[src/rtl/frc_pkg.sv]
package frc_pkg;

   localparam int WORD_BITS  = 32;
   localparam int WORD_BYTES = WORD_BITS / 8;

   typedef enum logic [2:0] {
      ROUTE_NONE    = 3'b000,
      ROUTE_FAST    = 3'b001,
      ROUTE_RECOVER = 3'b010,
      ROUTE_SLOW    = 3'b100
   } route_e;

   // probe slots, in the order the sticky flags are kept
   localparam int PRB_ETYPE = 0;
   localparam int PRB_CODE  = 1;
   localparam int PRB_IP    = 2;
   localparam int PRB_PORT  = 3;
   localparam int PRB_HDR   = 4;
   localparam int NPROBE    = 5;

   // byte position of each probed field in the padded frame
   function automatic int probe_byte(input int slot, input int pad);
      case (slot)
         PRB_ETYPE: return pad + 12;      // last two header bytes: ethertype
         PRB_CODE:  return pad + 14;      // four code bytes after the header
         PRB_IP:    return pad + 18;      // address word after the code
         PRB_PORT:  return pad + 14 + 20; // UDP header, port in low half
         default:   return pad + 14 + 20 + 8; // first payload word
      endcase
   endfunction

   function automatic int probe_word(input int slot, input int pad);
      return probe_byte(slot, pad) / WORD_BYTES;
   endfunction

endpackage

[src/rtl/frc_word_tracker.sv]
module frc_word_tracker #(
   parameter int IDX_W = 12
) (
   input  logic             clk,
   input  logic             rst_n,
   input  logic             in_valid,
   input  logic             in_sof,
   input  logic             in_eof,
   output logic [IDX_W-1:0] cur_idx,
   output logic             take,
   output logic             last,
   output logic             frame_open
);
   localparam logic [IDX_W-1:0] IDX_MAX = '1;

   logic [IDX_W-1:0] next_idx;

   assign cur_idx = in_sof ? '0 : next_idx;
   assign take    = in_valid && (in_sof || frame_open);
   assign last    = take && in_eof;

   always_ff @(posedge clk) begin
      if (!rst_n) begin
         next_idx   <= '0;
         frame_open <= 1'b0;
      end else if (take) begin
         if (in_eof) begin
            next_idx   <= '0;
            frame_open <= 1'b0;
         end else begin
            next_idx   <= (cur_idx == IDX_MAX) ? cur_idx : cur_idx + 1'b1;
            frame_open <= 1'b1;
         end
      end
   end
endmodule

[src/rtl/frc_field_probe.sv]
module frc_field_probe
   import frc_pkg::*;
#(
   parameter int          IDX_W       = 12,
   parameter int          PAD_BYTES   = 2,
   parameter logic [15:0] RECOV_ETYPE = 16'hBEEE,
   parameter logic [31:0] RECOV_CODE  = 32'h61646472
) (
   input  logic                 clk,
   input  logic                 rst_n,
   input  logic                 take,
   input  logic                 in_sof,
   input  logic [IDX_W-1:0]     cur_idx,
   input  logic [WORD_BITS-1:0] in_word,
   input  logic [15:0]          cfg_data_port,
   input  logic [WORD_BITS-1:0] cfg_bad_hdr,
   output logic                 fast_hit,
   output logic                 recov_hit,
   output logic [WORD_BITS-1:0] recov_ip
);
   logic [NPROBE-1:0] field_ok;
   logic [NPROBE-1:0] hit_now;
   logic [NPROBE-1:0] seen_q;
   logic [NPROBE-1:0] seen_live;
   logic [WORD_BITS-1:0] ip_hold;

   always_comb begin
      field_ok            = '0;
      field_ok[PRB_ETYPE] = (in_word[15:0] == RECOV_ETYPE);
      field_ok[PRB_CODE]  = (in_word == RECOV_CODE);
      field_ok[PRB_IP]    = 1'b1;
      field_ok[PRB_PORT]  = (in_word[15:0] == cfg_data_port);
      field_ok[PRB_HDR]   = (in_word != cfg_bad_hdr);
   end

   for (genvar g = 0; g < NPROBE; g++) begin : g_probe
      localparam logic [IDX_W-1:0] AT = IDX_W'(probe_word(g, PAD_BYTES));

      assign hit_now[g]   = take && (cur_idx == AT) && field_ok[g];
      assign seen_live[g] = (in_sof ? 1'b0 : seen_q[g]) | hit_now[g];

      always_ff @(posedge clk) begin
         if (!rst_n)
            seen_q[g] <= 1'b0;
         else if (take)
            seen_q[g] <= seen_live[g];
      end
   end

   always_ff @(posedge clk) begin
      if (!rst_n)
         ip_hold <= '0;
      else if (hit_now[PRB_IP])
         ip_hold <= in_word;
   end

   assign fast_hit  = seen_live[PRB_PORT] & seen_live[PRB_HDR];
   assign recov_hit = seen_live[PRB_ETYPE] & seen_live[PRB_CODE] & seen_live[PRB_IP];
   assign recov_ip  = hit_now[PRB_IP] ? in_word : ip_hold;
endmodule

[src/rtl/frc_route_decide.sv]
module frc_route_decide
   import frc_pkg::*;
#(
   parameter int                   IDX_W        = 12,
   parameter int                   SLOW_BIAS    = 3,
   parameter bit                   LEN_SATURATE = 1'b1,
   parameter logic [WORD_BITS-1:0] IP_RESET     = '0
) (
   input  logic                 clk,
   input  logic                 rst_n,
   input  logic                 last,
   input  logic [IDX_W-1:0]     cur_idx,
   input  logic                 fast_hit,
   input  logic                 recov_hit,
   input  logic [WORD_BITS-1:0] recov_ip,
   output logic                 route_valid,
   output logic [2:0]           route_sel,
   output logic [WORD_BITS-1:0] ip_addr,
   output logic [IDX_W-1:0]     slow_len
);
   localparam logic [IDX_W-1:0] BIAS = IDX_W'(SLOW_BIAS);

   logic [IDX_W-1:0] len_calc;
   route_e           pick;

   if (LEN_SATURATE) begin : g_len_clamp
      assign len_calc = (cur_idx < BIAS) ? '0 : cur_idx - BIAS;
   end else begin : g_len_wrap
      assign len_calc = cur_idx - BIAS;
   end

   always_comb begin
      if (fast_hit)
         pick = ROUTE_FAST;
      else if (recov_hit)
         pick = ROUTE_RECOVER;
      else
         pick = ROUTE_SLOW;
   end

   always_ff @(posedge clk) begin
      if (!rst_n) begin
         route_valid <= 1'b0;
         route_sel   <= ROUTE_NONE;
         ip_addr     <= IP_RESET;
         slow_len    <= '0;
      end else begin
         route_valid <= last;
         route_sel   <= last ? pick : ROUTE_NONE;
         if (last && pick == ROUTE_RECOVER)
            ip_addr <= recov_ip;
         if (last && pick == ROUTE_SLOW)
            slow_len <= len_calc;
      end
   end
endmodule

[src/rtl/frame_route_classifier.sv]
module frame_route_classifier
   import frc_pkg::*;
#(
   parameter int          IDX_W        = 12,
   parameter int          PAD_BYTES    = 2,
   parameter int          SLOW_BIAS    = 3,
   parameter bit          LEN_SATURATE = 1'b1,
   parameter logic [15:0] RECOV_ETYPE  = 16'hBEEE,
   parameter logic [31:0] RECOV_CODE   = 32'h61646472,
   parameter logic [31:0] IP_RESET     = 32'h0
) (
   input  logic             clk,
   input  logic             rst_n,
   input  logic             in_valid,
   input  logic             in_sof,
   input  logic             in_eof,
   input  logic [31:0]      in_word,
   input  logic [15:0]      cfg_data_port,
   input  logic [31:0]      cfg_bad_hdr,
   output logic             route_valid,
   output logic [2:0]       route_sel,
   output logic [31:0]      ip_addr,
   output logic [IDX_W-1:0] slow_len
);
   localparam int LAST_PROBE = probe_word(PRB_HDR, PAD_BYTES);

   if (WORD_BITS != 32) begin : g_chk_word
      $error("classifier expects 32-bit words");
   end
   if (PAD_BYTES % WORD_BYTES != 2) begin : g_chk_pad
      $error("padding must leave the ethertype in the low half of a word");
   end
   if ((1 << IDX_W) <= LAST_PROBE + 1) begin : g_chk_idx
      $error("IDX_W too small to reach the payload word");
   end
   if (SLOW_BIAS < 0 || SLOW_BIAS >= (1 << IDX_W)) begin : g_chk_bias
      $error("SLOW_BIAS out of range");
   end

   logic [IDX_W-1:0] cur_idx_w;
   logic             take_w;
   logic             last_w;
   logic             frame_open_w;
   logic             fast_hit_w;
   logic             recov_hit_w;
   logic [31:0]      recov_ip_w;

   frc_word_tracker #(.IDX_W(IDX_W)) u_track (
      .clk        (clk),
      .rst_n      (rst_n),
      .in_valid   (in_valid),
      .in_sof     (in_sof),
      .in_eof     (in_eof),
      .cur_idx    (cur_idx_w),
      .take       (take_w),
      .last       (last_w),
      .frame_open (frame_open_w)
   );

   frc_field_probe #(
      .IDX_W       (IDX_W),
      .PAD_BYTES   (PAD_BYTES),
      .RECOV_ETYPE (RECOV_ETYPE),
      .RECOV_CODE  (RECOV_CODE)
   ) u_probe (
      .clk           (clk),
      .rst_n         (rst_n),
      .take          (take_w),
      .in_sof        (in_sof),
      .cur_idx       (cur_idx_w),
      .in_word       (in_word),
      .cfg_data_port (cfg_data_port),
      .cfg_bad_hdr   (cfg_bad_hdr),
      .fast_hit      (fast_hit_w),
      .recov_hit     (recov_hit_w),
      .recov_ip      (recov_ip_w)
   );

   frc_route_decide #(
      .IDX_W        (IDX_W),
      .SLOW_BIAS    (SLOW_BIAS),
      .LEN_SATURATE (LEN_SATURATE),
      .IP_RESET     (IP_RESET)
   ) u_decide (
      .clk         (clk),
      .rst_n       (rst_n),
      .last        (last_w),
      .cur_idx     (cur_idx_w),
      .fast_hit    (fast_hit_w),
      .recov_hit   (recov_hit_w),
      .recov_ip    (recov_ip_w),
      .route_valid (route_valid),
      .route_sel   (route_sel),
      .ip_addr     (ip_addr),
      .slow_len    (slow_len)
   );
endmodule

[config.mk]
export PLATFORM = sky130hd
export DESIGN_NAME = frame_route_classifier
export DESIGN_NICKNAME = d
export VERILOG_FILES = /design/src/rtl/frc_pkg.sv /design/src/rtl/frc_word_tracker.sv /design/src/rtl/frc_field_probe.sv /design/src/rtl/frc_route_decide.sv /design/src/rtl/frame_route_classifier.sv
export SDC_FILE = /design/constraint.sdc
export NUM_CORES = 1
export LEC_CHECK = 0
export ABC_AREA = 1
export BUFFER_PORTS_ARGS = -buffer_cell sky130_fd_sc_hd__clkbuf_2
export CAP_MARGIN = 25
export CORE_ASPECT_RATIO = 1.25
export CORE_MARGIN = 2
export CORE_UTILIZATION = 43
export DETAILED_ROUTE_END_ITERATION = 10
export MAX_ROUTING_LAYER = met4
export PLACE_DENSITY = 0.67
export RECOVER_POWER = 25
export REMOVE_ABC_BUFFERS = 1
export SLEW_MARGIN = 15
export SYNTH_ARGS = -nofsm -noshare
export SYNTH_HDL_FRONTEND = slang
export SYNTH_SLANG_ARGS = --single-unit
[constraint.sdc]
create_clock -name clk -period 6.4 [get_ports clk]
set_clock_uncertainty 0.15 [all_clocks]
set_input_delay 0.64 -clock clk [delete_from_list [all_inputs] [get_ports clk]]
set_output_delay 0.64 -clock clk [all_outputs]
set_load 0.05 [all_outputs]
==> results.ini <==
[floorplanning]
initial_core_util_pct=43.6
coreArea_um2=12000
ios=133
die_h_um=127
die_area_um2=13100
rows=45
die-width_um=103

[critical_path]
slowest_delay_ps=540
crit_chain=clkbuf_2 -> inv_2 -> nand2_1 -> nor3_1 -> nand3_2 -> nand2_2 -> nand2_2 -> inv_2 -> nand2_2 -> nor2_4 -> buf_4 -> nand3_1 -> nand2_1 -> nor2_1
required_ps=6480
cp_top_family=simple AND/OR/NAND/NOR gates
slowest_stage=buf_4
crit_fanout=65
end_kind=register
critPathMostFrequentCell=nand2_2
worst_setup_path_start_kind=input port
path_buf_inv=4
cp.arrival_ps=3210
crit_type=input port to register

[timing]
hold_viol_final=0
fmax_ghz=0.320
setup_violations=0
drv_slew=0
worst_pin_slew_ps=941
finalCritPeriodShare_pct=48.8
fin_ws_ps=3270
whs_ps=332
slew-limit-headroom_pct=37.2
tns_ps=0
rsz0062_at_grt=no
fin_crit_ps=3130

[finish]
area_growth_pct=18.6
design_area_um2=6200
stdcell_count=1083
drive_gt1_share_pct=14.1
utilization_pct=51.7
num_antenna_cells=0
nets=999

[placement]
dpl.hpwl_mm=9.99
place_ws_ps=2990
dp.cells=1066
placed_area_um2=5910
gp_congestion=0.998
portBuffers=132

[clock_network]
cts_root_buf=clkbuf_16
cts_buffers=9
cts_tree=built
clockBufferDepth=2
cts_setup_buffers=0
cts_resized=0
cts_hold_buf=0
clk_pin_slew_ps=70
cts.htree.levels=3
clk_latency_ps=340
cts.sinks=98

[run]
max_cap_violations=0

[routing]
wl_met2_mm=6.94
wl_met3_um=704
dr_total_vias=5293
first_pass_iters=4
drtIter0Drc=182
viasPerCell=4.89
top_layer=met4
drc=0
ant_nets=0
m1WireLength_mm=6.07
finalWirelength_mm=14.1
wl_per_cell_um=13.0

[power]
p_per_area_nw_per_um2=217
power.total_mw=1.35
leakagePower_nw=2.88
ir_worst_vdd_uv=126

[logic_synthesis]
ys_ff_latch=98
yosysSeqAreaShare_pct=37.5
yosys_warnings=0
syn_avg_cell_area_um2=6.51
yosys.cell_types.count=28
synth_area_um2=5230
syn-instance-count=804

[global_routing]
antenna_found_initial=0
track_usage_pct=22.6
grt-ovfl-total=0
grt_max_degree=83
grt_pass1_vias=4758
grt_pass1_wl_mm=22.8

[worst_hold_path]
hp-class=register to register

[run_status]
outcome=finished clean

worst register-to-register path, stage by stage (launching register included):
cell     delay [ps]
dfxtp_1         370
o21ai_0         240
nand2_1         150
nor2_4          160
nand3_2         300
nand2_2         170
nand2_2          70
inv_2            50
nand2_2          50
nor2_4           70
buf_4           540
nand3_1         200
nand2_1         110
nor2_1           40
registers in the layout, indices dropped and copies added (netlist names):
register	flops
u_decide.ip_addr	32
u_probe.ip_hold	32
u_decide.slow_len	12
u_track.next_idx	12
u_probe.seen_q	5
u_decide.route_sel	3
u_decide.route_valid	1
u_track.frame_open	1
cell usage in the layout, fill, tap and decap left out, types with 2 or more instances in the layout:
cell / Yosys / final
clkbuf_16: 0 / 9
buf_4: 3 / 4
clkbuf_1: 18 / 37
bufinv_16: 0 / 2
nand4_1: 10 / 10
a21oi_1: 61 / 61
o21ai_1: 18 / 18
nand2_2: 4 / 5
nor2_4: 2 / 2
nor2_1: 143 / 143
o211ai_1: 2 / 2
xnor2_1: 40 / 40
o21ai_0: 27 / 27
nand3_1: 58 / 58
inv_1: 66 / 66
nor3_1: 2 / 2
inv_2: 3 / 3
nand2_1: 216 / 215
mux2i_1: 8 / 8
dfxtp_1: 98 / 98
clkbuf_2: 0 / 97
synth_stat cells:
master    count  area (µm²)
nand2_1     216         811
nor2_1      143         537
dfxtp_1      98        1960
inv_1        66         248
a21oi_1      61         305
nand3_1      58         290
xnor2_1      40         350
o21ai_0      27         135
clkbuf_1     18        67.6
o21ai_1      18        90.1
nand4_1      10        62.6
buf_6         8        90.1
mux2i_1       8        80.1
buf_2         7        35.0
nand2_2       4        25.0
buf_1         3        11.3
buf_4         3        22.5
inv_2         3        11.3
nor2_4        2        22.5
nor3_1        2        10.0
o211ai_1      2        15.0
and3_1        1        6.26
nand3_2       1        10.0
nand3b_1      1        7.51
nor2_2        1        6.26
o21ai_2       1        8.76
o21bai_1      1        7.51
o22ai_1       1        6.26
cells by family (layout without fill, tap and decap cells):
group | Yosys count | in the layout | synth area share (%)
XOR/XNOR | 40 | 40 | 6.69
AO/OA/AOI/OAI | 111 | 111 | 10.9
multiplexers | 8 | 8 | 1.53
flip-flops | 98 | 98 | 37.5
buffers and inverters | 108 | 223 | 9.28
AND/OR/NAND/NOR | 439 | 439 | 34.2
layout make-up:
| class | instances | area (µm²) |
|---|---|---|
| clock buffer | 10 | 229 |
| clock inverter | 6 | 90.1 |
| timing repair buffer | 138 | 671 |
| fill | 1304 | 5790 |
| tap | 164 | 205 |
| multi-input combinational | 598 | 2790 |
| sequential | 98 | 1960 |
| inverter | 69 | 259 |
metal layers:
| layer | vias up | global-route usage [%] |
|---|---|---|
| li1 | 2764 | - |
| met1 | 2360 | 27.6 |
| met2 | 142 | 37.6 |
| met3 | 27 | 3.23 |
| met4 | 0 | 8.39 |
| met5 | - | - |
worst paths after layout:
path,start,to,slack (ps),depth (start not counted)
max,in_sof,u_decide.ip_addr[24],3270,14
min,u_decide.ip_addr[18],u_decide.ip_addr[18],330,2
max reg2reg,u_track.next_idx[6],u_decide.ip_addr[24],3610,13
min reg2reg,u_decide.ip_addr[18],u_decide.ip_addr[18],330,2
where the power goes:
| group | switching [mW] | total (mW) | internal, mW |
|---|---|---|---|
| Combinational | 0.0910 | 0.149 | 0.0583 |
| Sequential | 0.00370 | 0.620 | 0.616 |
| Clock | 0.236 | 0.580 | 0.344 |
| Total | 0.330 | 1.35 | 1.02 |
(Power assumes the default switching activity.)
